## config.mk

```make
export PLATFORM = sky130hd
export DESIGN_NAME = swap_seq
export DESIGN_NICKNAME = d
export VERILOG_FILES = /design/src/rtl/swap_pkg.sv /design/src/rtl/swap_align.sv /design/src/rtl/swap_phase_cnt.sv /design/src/rtl/swap_ctrl.sv /design/src/rtl/swap_seq.sv
export SDC_FILE = /design/constraint.sdc
export NUM_CORES = 1
export LEC_CHECK = 0
export BUFFER_PORTS_ARGS = -buffer_cell sky130_fd_sc_hd__clkbuf_2
export CORE_MARGIN = 2
export CORE_UTILIZATION = 35
export DETAILED_ROUTE_END_ITERATION = 8
export MAX_ROUTING_LAYER = met4
export SLEW_MARGIN = 25
export SYNTH_ARGS = -nofsm -noshare
export SYNTH_HDL_FRONTEND = slang
export SYNTH_HIERARCHICAL = 1
export SYNTH_SLANG_ARGS = --single-unit
```

## constraint.sdc

```tcl
create_clock -name clk -period 2.8 [get_ports clk]
set_input_delay 0.42 -clock clk [delete_from_list [all_inputs] [get_ports clk]]
set_output_delay 0.42 -clock clk [all_outputs]
set_load 0.02 [all_outputs]
```

## src/rtl/swap_pkg.sv

```systemverilog
package swap_pkg;

  typedef enum logic [1:0] {
    SW_IDLE = 2'd0,
    SW_LOAD = 2'd1,
    SW_STORE = 2'd2,
    SW_DONE = 2'd3
  } swap_state_e;

  // Adds three counts and clamps the result to the all-ones value of w bits.
  function automatic logic [31:0] sat_sum3(input logic [31:0] a,
                                            input logic [31:0] b,
                                            input logic [31:0] c,
                                            input int unsigned w);
    logic [33:0] s;
    logic [33:0] lim;
    s   = {2'b00, a} + {2'b00, b} + {2'b00, c};
    lim = (34'd1 << w) - 34'd1;
    return (s > lim) ? lim[31:0] : s[31:0];
  endfunction

endpackage

```

## src/rtl/swap_align.sv

```systemverilog
module swap_align #(
  parameter int DATA_W = 32,
  parameter int LANE_W = 8
) (
  input  logic [DATA_W-1:0]                       rdata,
  input  logic [$clog2(DATA_W/LANE_W)-1:0]        lane,
  input  logic                                    is_byte,
  output logic [DATA_W-1:0]                       aligned
);
  localparam int LANES = DATA_W / LANE_W;
  localparam int SH_W  = $clog2(LANES);

  logic [2*DATA_W-1:0] doubled;
  logic [DATA_W-1:0]   rotated;
  logic [DATA_W-1:0]   zext;

  assign doubled = {rdata, rdata};

  // One candidate per lane count; the lane index picks the rotation.
  logic [DATA_W-1:0] rot_opt [LANES];
  for (genvar g = 0; g < LANES; g++) begin : g_rot
    assign rot_opt[g] = doubled[g*LANE_W +: DATA_W];
  end

  assign rotated = rot_opt[lane];
  assign zext    = {{(DATA_W-LANE_W){1'b0}}, rdata[LANE_W-1:0]};
  assign aligned = is_byte ? zext : rotated;

  // r4_: zero rotation must return the word unchanged
  always_comb begin
    if (!is_byte && lane == SH_W'(0)) a_no_rot_r4: assert (aligned == rdata);
  end
endmodule

```

## src/rtl/swap_phase_cnt.sv

```systemverilog
module swap_phase_cnt #(
  parameter int CNT_W = 8
) (
  input  logic             clk,
  input  logic             rst_n,
  input  logic             clr,
  input  logic             run,
  output logic [CNT_W-1:0] total
);
  localparam logic [CNT_W-1:0] MAXV = {CNT_W{1'b1}};

  logic [CNT_W-1:0] cnt_q;

  always_ff @(posedge clk) begin
    if (!rst_n || clr) cnt_q <= '0;
    else if (run && cnt_q != MAXV) cnt_q <= cnt_q + 1'b1;
  end

  // Cycles so far including the current one.
  assign total = (cnt_q == MAXV) ? MAXV : cnt_q + 1'b1;

  p_cnt_grows_r8: assert property (@(posedge clk) disable iff (!rst_n)
    (!clr && run) |=> (cnt_q >= $past(cnt_q)));
endmodule

```

## src/rtl/swap_ctrl.sv

```systemverilog
module swap_ctrl
  import swap_pkg::*;
#(
  parameter int ADDR_W = 32,
  parameter int DATA_W = 32,
  parameter int LANE_W = 8,
  parameter int CNT_W  = 8
) (
  input  logic              clk,
  input  logic              rst_n,
  input  logic              cmd_valid,
  output logic              cmd_ready,
  input  logic [ADDR_W-1:0] cmd_addr,
  input  logic [DATA_W-1:0] cmd_src,
  input  logic              cmd_byte,
  output logic              mem_req,
  output logic              mem_we,
  output logic [ADDR_W-1:0] mem_addr,
  output logic [DATA_W-1:0] mem_wdata,
  output logic              mem_byte,
  output logic              mem_nonseq,
  input  logic              mem_ack,
  input  logic              mem_abort,
  input  logic [DATA_W-1:0] loaded,
  input  logic [CNT_W-1:0]  phase_total,
  output logic              cnt_clr,
  output logic              rsp_valid,
  input  logic              rsp_ready,
  output logic [DATA_W-1:0] rsp_data,
  output logic              rsp_abort,
  output logic [CNT_W-1:0]  rsp_cycles
);
  swap_state_e      st_q;
  logic [ADDR_W-1:0] addr_q;
  logic [DATA_W-1:0] src_q;
  logic              byte_q;
  logic [DATA_W-1:0] ld_q;
  logic              abort_q;
  logic [CNT_W-1:0]  rd_cyc_q;
  logic [CNT_W-1:0]  sum_q;

  assign cmd_ready  = (st_q == SW_IDLE);
  assign mem_req    = (st_q == SW_LOAD) || (st_q == SW_STORE);
  assign mem_we     = (st_q == SW_STORE);
  assign mem_addr   = addr_q;
  assign mem_byte   = byte_q;
  assign mem_nonseq = mem_req;
  assign mem_wdata  = byte_q ? {{(DATA_W-LANE_W){1'b0}}, src_q[LANE_W-1:0]} : src_q;
  assign cnt_clr    = (st_q == SW_IDLE) || (st_q == SW_LOAD && mem_ack);

  assign rsp_valid  = (st_q == SW_DONE);
  assign rsp_abort  = rsp_valid && abort_q;
  assign rsp_data   = (rsp_valid && !abort_q) ? ld_q : '0;
  assign rsp_cycles = rsp_valid ? sum_q : '0;

  always_ff @(posedge clk) begin
    if (!rst_n) begin
      st_q     <= SW_IDLE;
      addr_q   <= '0;
      src_q    <= '0;
      byte_q   <= 1'b0;
      ld_q     <= '0;
      abort_q  <= 1'b0;
      rd_cyc_q <= '0;
      sum_q    <= '0;
    end else begin
      unique case (st_q)
        SW_IDLE: if (cmd_valid) begin
          addr_q  <= cmd_addr;
          src_q   <= cmd_src;
          byte_q  <= cmd_byte;
          abort_q <= 1'b0;
          st_q    <= SW_LOAD;
        end
        SW_LOAD: if (mem_ack) begin
          if (mem_abort) begin
            abort_q <= 1'b1;
            ld_q    <= '0;
            sum_q   <= CNT_W'(sat_sum3(32'(phase_total), 32'd0, 32'd1, CNT_W));
            st_q    <= SW_DONE;
          end else begin
            ld_q     <= loaded;
            rd_cyc_q <= phase_total;
            st_q     <= SW_STORE;
          end
        end
        SW_STORE: if (mem_ack) begin
          abort_q <= mem_abort;
          sum_q   <= CNT_W'(sat_sum3(32'(rd_cyc_q), 32'(phase_total), 32'd1, CNT_W));
          st_q    <= SW_DONE;
        end
        SW_DONE: if (rsp_ready) st_q <= SW_IDLE;
        default: st_q <= SW_IDLE;
      endcase
    end
  end

  p_excl_hs_r1: assert property (@(posedge clk) disable iff (!rst_n)
    !(cmd_ready && rsp_valid));

  p_take_cmd_r1: assert property (@(posedge clk) disable iff (!rst_n)
    (cmd_valid && cmd_ready) |=> (mem_req && !mem_we && !cmd_ready));

  p_wr_after_rd_r2: assert property (@(posedge clk) disable iff (!rst_n)
    $rose(mem_we) |-> $past(mem_req && !mem_we && mem_ack && !mem_abort));

  p_req_hold_r3: assert property (@(posedge clk) disable iff (!rst_n)
    (mem_req && !mem_ack) |=> (mem_req && $stable(mem_we) && $stable(mem_addr)));

  p_no_wr_on_abort_r6: assert property (@(posedge clk) disable iff (!rst_n)
    (mem_req && !mem_we && mem_ack && mem_abort) |=> (!mem_req && rsp_valid && rsp_abort));

  p_rsp_hold_r9: assert property (@(posedge clk) disable iff (!rst_n)
    (rsp_valid && !rsp_ready) |=> (rsp_valid && $stable(rsp_data) &&
                                   $stable(rsp_abort) && $stable(rsp_cycles)));
endmodule

```

## src/rtl/swap_seq.sv

```systemverilog
module swap_seq #(
  parameter int ADDR_W = 32,
  parameter int DATA_W = 32,
  parameter int LANE_W = 8,
  parameter int CNT_W  = 8
) (
  input  logic              clk,
  input  logic              rst_n,
  input  logic              cmd_valid,
  output logic              cmd_ready,
  input  logic [ADDR_W-1:0] cmd_addr,
  input  logic [DATA_W-1:0] cmd_src,
  input  logic              cmd_byte,
  output logic              mem_req,
  output logic              mem_we,
  output logic [ADDR_W-1:0] mem_addr,
  output logic [DATA_W-1:0] mem_wdata,
  output logic              mem_byte,
  output logic              mem_nonseq,
  input  logic              mem_ack,
  input  logic              mem_abort,
  input  logic [DATA_W-1:0] mem_rdata,
  output logic              rsp_valid,
  input  logic              rsp_ready,
  output logic [DATA_W-1:0] rsp_data,
  output logic              rsp_abort,
  output logic [CNT_W-1:0]  rsp_cycles
);
  localparam int SH_W = $clog2(DATA_W / LANE_W);

  logic [DATA_W-1:0] loaded;
  logic [CNT_W-1:0]  phase_total;
  logic              cnt_clr;

  swap_align #(.DATA_W(DATA_W), .LANE_W(LANE_W)) u_align (
    .rdata   (mem_rdata),
    .lane    (mem_addr[SH_W-1:0]),
    .is_byte (mem_byte),
    .aligned (loaded)
  );

  swap_phase_cnt #(.CNT_W(CNT_W)) u_cnt (
    .clk   (clk),
    .rst_n (rst_n),
    .clr   (cnt_clr),
    .run   (mem_req),
    .total (phase_total)
  );

  swap_ctrl #(.ADDR_W(ADDR_W), .DATA_W(DATA_W), .LANE_W(LANE_W), .CNT_W(CNT_W)) u_ctrl (
    .clk         (clk),
    .rst_n       (rst_n),
    .cmd_valid   (cmd_valid),
    .cmd_ready   (cmd_ready),
    .cmd_addr    (cmd_addr),
    .cmd_src     (cmd_src),
    .cmd_byte    (cmd_byte),
    .mem_req     (mem_req),
    .mem_we      (mem_we),
    .mem_addr    (mem_addr),
    .mem_wdata   (mem_wdata),
    .mem_byte    (mem_byte),
    .mem_nonseq  (mem_nonseq),
    .mem_ack     (mem_ack),
    .mem_abort   (mem_abort),
    .loaded      (loaded),
    .phase_total (phase_total),
    .cnt_clr     (cnt_clr),
    .rsp_valid   (rsp_valid),
    .rsp_ready   (rsp_ready),
    .rsp_data    (rsp_data),
    .rsp_abort   (rsp_abort),
    .rsp_cycles  (rsp_cycles)
  );

  p_min_cycles_r8: assert property (@(posedge clk) disable iff (!rst_n)
    (rsp_valid && !rsp_abort) |-> (rsp_cycles >= CNT_W'(3)));

  p_quiet_reset_r10: assert property (@(posedge clk)
    $past(!rst_n) |-> (!mem_req && !rsp_valid));
endmodule

```

## Yosys cells after proc, flatten, opt, wreduce, memory -nomap -nowiden

Index checks and enable logic that the tools add are counted.

| word-level totals | value |
|---|---|
| memories | 0 |
| output and inout port bits | 111 |
| bits in latches | 0 |
| bits of input ports | 103 |
| RAM bits | 0 |
| flip-flop bits (word level) | 124 |
| memory bits (read-only) | 0 |
| logic and storage cells | 72 |

| cells by class | value |
|---|---|
| muxes and demuxes | 26 |
| reduce and logical (&&, ||, !) cells | 18 |
| bitwise gates (word level) | 2 |
| shifts and indexed selects | 0 |
| magnitude comparators | 3 |
| $mul | 0 |
| add/subtract/negate cells | 4 |
| divide/modulo/power cells | 0 |
| equal/unequal tests | 10 |

Operator list:

| kind | count |
|---|---|
| $mux 32 | 6 |
| $bmux 32 s2 | 1 |
| $mux 8 | 7 |
| $gt 34x8->1 const B | 1 |
| $pmux 8 s2 | 1 |
| $add 9x1->10 const B | 1 |
| $add 8x1->9 const B | 1 |
| $add 8x8->9 | 1 |
| $gt 9x8->1 const B | 1 |
| $add 8x1->8 const B | 1 |
| $eq 8x8->1 const B | 1 |
| $mux 2 | 4 |
| $ne 2x2->1 const B | 4 |
| $ne 8x8->1 const B | 1 |
| $pmux 2 s4 | 1 |
| $reduce_and 4->1 | 2 |
| $mux 1 | 5 |
| $reduce_and 5->1 | 1 |
| $eq 2x2->1 const B | 2 |
| $logic_and 1x1->1 | 4 |
| $reduce_and 2->1 | 2 |
| $ge 3x3->1 const B | 1 |
| $logic_or 1x1->1 | 3 |
| $not 2->3 | 1 |
| 9 further kinds | 10 |

## Longest topological paths before layout

| logic depth | value |
|---|---|
| depth in word-level cells | 8 |
| mapped depth | 13 |
| depth with buffers taken out | 12 |

## By module

The synthesis kept the hierarchy.

Modules (own cells, without submodules):

| module | times used | area an instance (um^2) | cells an instance | sequential area each (um^2) |
|---|---|---|---|---|
| swap_ctrl | 1 | 5462.7 | 691 | 2322.2 |
| swap_align | 1 | 980.9 | 113 | 0.0 |
| swap_phase_cnt | 1 | 600.6 | 69 | 160.2 |

## Least setup slack after synthesis

Ideal clock, no wire load.

| timing | value |
|---|---|
| kind | register to register |
| from | register u_cnt.cnt_q[0] |
| to | register u_ctrl.sum_q[4] |
| setup slack | 0.113 ns |
| cell stages (with the launch flop) | 14 |
| required time | 2.741 ns |
| arrival | 2.628 ns |
| path through | dfxtp_1 > ha_1 > and2_1 > buf_6 > nand3_1 > nand2_1 > inv_1 > ha_1 > fa_1 > nor2b_1 > o21bai_2 > a21oi_4 > or2_1 > o311a_1 |

| on the way | value |
|---|---|
| word-level cells in the longest chain between the ends | 8 |

Ends and longest elaborated chain:

| item | RTL line | RTL |
|---|---|---|
| start: declaration | swap_phase_cnt.sv:12 | `logic [CNT_W-1:0] cnt_q;` |
| start signal: assignment | swap_phase_cnt.sv:16 | `else if (run && cnt_q != MAXV) cnt_q <= cnt_q + 1'b1;` |
| $add 8x1->8 / $eq 8x8->1 (equally long branches) | swap_phase_cnt.sv:20 | `assign total = (cnt_q == MAXV) ? MAXV : cnt_q + 1'b1;` |
| $mux 8 (*) | swap_phase_cnt.sv:20 |  |
| net phase_total[0] | swap_seq.sv:32 | `logic [CNT_W-1:0] phase_total;` |
| $add 8x8->9 / $add 8x1->9 (equally long branches) | swap_pkg.sv:17 | `s = {2'b00, a} + {2'b00, b} + {2'b00, c};` |
| $add 9x1->10 / $gt 9x8->1 (equally long branches) | swap_pkg.sv:17, swap_pkg.sv:19 |  |
| $gt 34x8->1 / $mux 8 (equally long branches) | swap_pkg.sv:19 | `return (s > lim) ? lim[31:0] : s[31:0];` |
| $mux 8, on equally long branches | swap_pkg.sv:19, swap_ctrl.sv:76 |  |
| $mux 8, on equally long branches | swap_ctrl.sv:87, swap_ctrl.sv:75 |  |
| $pmux 8 s2 (*) | swap_ctrl.sv:67 | `unique case (st_q)` |
| end signal: assignment | swap_ctrl.sv:79 | `sum_q <= CNT_W'(sat_sum3(32'(phase_total), 32'd0, 32'd1, CNT_W));` |
| end signal: assignment | swap_ctrl.sv:89 | `sum_q <= CNT_W'(sat_sum3(32'(rd_cyc_q), 32'(phase_total), 32'd1, CNT_W));` |
| end: declaration | swap_ctrl.sv:40 | `logic [CNT_W-1:0] sum_q;` |

Mark *: on every way through the listed nets, which the timed path passes. The rest lies on a longest branch. The select of a mux whose other input is x is not followed.
A chain may end at the register's enable or synchronous reset.

## Worst setup path in the final report

| timing | value |
|---|---|
| from | register u_cnt.cnt_q[5] |
| to | register u_ctrl.sum_q[4] |

| on the way | value |
|---|---|
| word-level cells in the longest chain between the ends | 8 |

Ends and longest elaborated chain:

| item | RTL line |
|---|---|
| $eq 8x8->1 (*) | swap_phase_cnt.sv:20 |
| $mux 8 (*) | swap_phase_cnt.sv:20 |
| net phase_total[0] | swap_seq.sv:32 |
| $add 8x8->9 / $add 8x1->9 (equally long branches) | swap_pkg.sv:17 |
| $add 9x1->10 / $gt 9x8->1 (equally long branches) | swap_pkg.sv:17, swap_pkg.sv:19 |
| $gt 34x8->1 / $mux 8 (equally long branches) | swap_pkg.sv:19 |
| $mux 8, on equally long branches | swap_pkg.sv:19, swap_ctrl.sv:76 |
| $mux 8, on equally long branches | swap_ctrl.sv:87, swap_ctrl.sv:75 |
| $pmux 8 s2 (*) | swap_ctrl.sv:67 |

Marked as above.

==> metrics.txt <==
status=finished clean; power density relative to cell area=787 nW/um2; number of iterations in the first detailed-routing pass=5; Max H-tree Level=4; half-perimeter wire length of the detailed placement result=14300 um; clock net sink count=124; maximum net fanout on the critical path=7; CTS buffer count=17; max-slew violations=0; clock transition at the registers of the reported paths=0.06 ns; Hold Vio Cnt, Final=0; Yosys reg bits=124; antenna violations before repair=0; post-synthesis cell type with the largest combined area=sky130_fd_sc_hd__dfxtp_1; normalized max-slew margin=0.522; RSZ-0062 raised after global routing=false; aggregate routed wire length=20000 um; Post-layout nets=1183; critical path start-end classification=register to register; register area share after synthesis=0.352; GR Overflow Total=0; floorplan die height=146 um; cell area reported after detailed placement=8320 um2; total negative setup slack=0 ns; number of synthesis warnings=6; overall routing resource usage=0.192; Core Rows=51; DRC marker count from the first detailed-route iteration=358; worst clock skew=0.0117 ns; insertion delay of the later-clocked pin in the worst-skew pair=0.42 ns; post-synthesis to final-layout area growth=27.5%; worst r2r src=u_cnt/cnt_q[5]; most frequently used flop master after synthesis=sky130_fd_sc_hd__dfxtp_1; most common cell after layout, fill and taps aside=sky130_fd_sc_hd__clkbuf_2; worst-case clock buffer depth=2; delay of the slowest cell on the worst path=0.43 ns; Root Buffer=sky130_fd_sc_hd__clkbuf_16; share of power burned in combinational logic=0.354; post-route antenna net violation count=0; Final Wtd Congestion=0.863; Seq. cell area=2480 um2; CP bufs+invs=1; post-synthesis net count=993; Clk pwr share=0.337; number of antenna repair diodes=0; reported leakage power=3.88 nW; met2 usage=0.294; Sw Pwr=0.00259 W; Worst Max-Slew Pin Slew=0.717 ns; utilization after layout=0.458; post-layout minimum cycle time=2.61 ns; via-per-instance ratio=5.02; final std cell area, no fill=8980 um2; Placeable Area=19600 um2; Critical Path Source Type=register; via count of the first global-routing pass=6259; list of cells traversed by the critical path=and3_1 -> nand3_1 -> nand2_1 -> inv_1 -> ha_1 -> fa_1 -> nor2b_1 -> o21bai_2 -> a21oi_4 -> or2_1 -> o311a_1; Die Span X=146 um; Filler Cells Inserted=1996; required time of the critical path=3.16 ns; number of design rule violations left after detail routing=0; post-synthesis async set-or-reset flop share=0; worst-case vdd ir drop=0.575 mV; CTS tree=done; Post-CTS Setup Inserts=0; data arrival at the endpoint of the critical path=2.97 ns; Syn Std Cell Area=7040 um2; Most Used Layer, Global Route=met2; Slowest cell on crit path=sky130_fd_sc_hd__dfxtp_1; wire length of the first global-routing pass=32200 um; met1 Resource Use GR=0.244; largest net degree at the start of global routing=67; power share of the sequential group=0.309; Port Buffer Count=213; category of cells accounting for the largest share of critical-path delay=simple AND/OR/NAND/NOR gates; Synth Instances=873; top achievable clock speed=0.384 GHz; post-cts resize count=0; top-area cell type share of the netlist area=0.352; Final setup violation count=0; number of flops mapped to enable cells by yosys=0; internal power=0.00447 W; Tightest Hold Check Type=input pin to register; initial core utilization=0.360; switching share of power=0.367; number of ports placed on the die boundary=214; count of unique library cells instantiated by Yosys=63; number of vias after detailed routing=6724; MaxCap Viol Count=0; critical path capture point type=register; total die area=21300 um2; met3 demand-to-capacity share in global routing=0.0533; hold-fix buffer count after cts=0; proportion of layout cells with a drive suffix above 1=0.300; final cycle utilization of the critical path=0.931; synthesized area per cell=8.07 um2; critical path launch point=u_cnt/cnt_q[5]; biggest area contributors in the synthesized netlist=sky130_fd_sc_hd__dfxtp_1 (35%), sky130_fd_sc_hd__nand2_1 (8.3%), sky130_fd_sc_hd__a21oi_1 (8.2%); average wire length per cell after detail routing=14.9 um; Hold WS=0.216 ns; multi-input logic area=4180 um2; commonest cells after routing, fill and taps aside=sky130_fd_sc_hd__clkbuf_2 (213), sky130_fd_sc_hd__nand2_1 (153), sky130_fd_sc_hd__dfxtp_1 (122), sky130_fd_sc_hd__a21oi_1 (116), sky130_fd_sc_hd__nor2_1 (62); HP Start=cmd_byte
## per-stage QoR
| stage | std cells | setup slack (ns) | total power (W) |
|---|---|---|---|
| floorplan | 873 | 0.113 | 0.00401 |
| global placement | 1309 | 0.197 | 0.00472 |
| detailed placement | 1309 | 0.178 | 0.00473 |
| CTS | 1340 | 0.153 | 0.00715 |
| global route | 1340 | 0.000293 | 0.00751 |
| finish | 1340 | 0.194 | 0.00707 |
## Yosys cell counts, types with 2 or more instances
library cell and count:
sky130_fd_sc_hd__nand2_1 155, sky130_fd_sc_hd__o311ai_0 2, sky130_fd_sc_hd__o21ai_1 3, sky130_fd_sc_hd__o221ai_1 2, sky130_fd_sc_hd__nand3_1 9, sky130_fd_sc_hd__a21oi_4 2, sky130_fd_sc_hd__buf_2 6, sky130_fd_sc_hd__and2_1 45
sky130_fd_sc_hd__a21oi_1 116, sky130_fd_sc_hd__a2111oi_0 2, sky130_fd_sc_hd__o21bai_1 2, sky130_fd_sc_hd__a21o_1 4, sky130_fd_sc_hd__a211oi_1 12, sky130_fd_sc_hd__and3_1 2, sky130_fd_sc_hd__o311a_1 2, sky130_fd_sc_hd__a41oi_1 2
sky130_fd_sc_hd__nor3b_1 34, sky130_fd_sc_hd__ha_1 16, sky130_fd_sc_hd__nand3b_1 2, sky130_fd_sc_hd__inv_1 14, sky130_fd_sc_hd__buf_1 13, sky130_fd_sc_hd__a211oi_2 3, sky130_fd_sc_hd__xor2_1 4, sky130_fd_sc_hd__clkbuf_1 32
sky130_fd_sc_hd__nor3_1 10, sky130_fd_sc_hd__buf_6 6, sky130_fd_sc_hd__dfxtp_1 124, sky130_fd_sc_hd__mux4_2 16, sky130_fd_sc_hd__nor2_1 62, sky130_fd_sc_hd__buf_4 12, sky130_fd_sc_hd__nor2b_1 52, sky130_fd_sc_hd__xnor2_1 4
sky130_fd_sc_hd__nand4_1 5, sky130_fd_sc_hd__a311oi_2 2, sky130_fd_sc_hd__nor4_1 3, sky130_fd_sc_hd__mux2_2 11, sky130_fd_sc_hd__mux2i_1 14, sky130_fd_sc_hd__a31oi_1 3, sky130_fd_sc_hd__nand2b_1 14, sky130_fd_sc_hd__o31ai_1 3
sky130_fd_sc_hd__a22oi_1 8, sky130_fd_sc_hd__o21ai_0 19
## worst register-to-register path, stage by stage, from the launching register on
cell and delay [ns]:
sky130_fd_sc_hd__dfxtp_1 0.43, sky130_fd_sc_hd__and3_1 0.31, sky130_fd_sc_hd__nand3_1 0.16, sky130_fd_sc_hd__nand2_1 0.13
sky130_fd_sc_hd__inv_1 0.06, sky130_fd_sc_hd__ha_1 0.20, sky130_fd_sc_hd__fa_1 0.41, sky130_fd_sc_hd__nor2b_1 0.21
sky130_fd_sc_hd__o21bai_2 0.12, sky130_fd_sc_hd__a21oi_4 0.24, sky130_fd_sc_hd__or2_1 0.14, sky130_fd_sc_hd__o311a_1 0.15
## power groups by stage
stage	logic [W]	registers [W]	clock network (W)
3_3_place_gp	0.00252	0.00221	0
2_1_floorplan	0.00174	0.00227	0
4_1_cts	0.00253	0.00218	0.00244
6_report	0.00250	0.00218	0.00238
3_5_place_dp	0.00252	0.00222	0
5_1_grt	0.00278	0.00221	0.00252
## cell type report
class                           instances  share of cell area
Clock buffer                           17              0.0474
Clock inverter                         14              0.0234
Inverter                               15             0.00641
Multi-Input combinational cell        665               0.465
Sequential cell                       124               0.277
Tap cell                              265              0.0369
Timing Repair Buffer                  240               0.144
## final timing paths
| kind | slack [ns] | to | depth (start not counted) |
|---|---|---|---|
| worst min-delay path | 0.22 | u_ctrl/mem_byte | 3 |
| worst min register to register | 0.45 | u_ctrl/src_q[8] | 2 |
| worst max-delay path | 0.19 | u_ctrl/sum_q[4] | 11 |
| worst max register to register | 0.19 | u_ctrl/sum_q[4] | 11 |
## cells by family (layout without fill, tap and decap cells)
group / after synthesis / count (layout) / share of synthesized area
fa+ha+maj: 17 / 17 / 0.0313
flops: 124 / 124 / 0.352
xor+xnor: 8 / 8 / 0.00995
simple gates: 404 / 404 / 0.288
buf+inv: 84 / 286 / 0.0586
mux: 41 / 41 / 0.0886
compound gates: 195 / 195 / 0.171
## state kept, by name, indices dropped and copies added (netlist names)
register         flops
u_ctrl/ld_q         32
u_ctrl/abort_q       1
u_ctrl/mem_byte      1
u_ctrl/st_q          2
u_ctrl/src_q        32
u_ctrl/rd_cyc_q      8
u_ctrl/sum_q         8
u_cnt/cnt_q          8
u_ctrl/mem_addr     32
## layer usage
metal  up-vias  part of all wire
met5         -                 0
met4         0             0.020
met3        26             0.079
met2       260              0.46
met1      3066              0.44
li1       3372                 -
No activity file was read; power rests on OpenSTA's default activity.
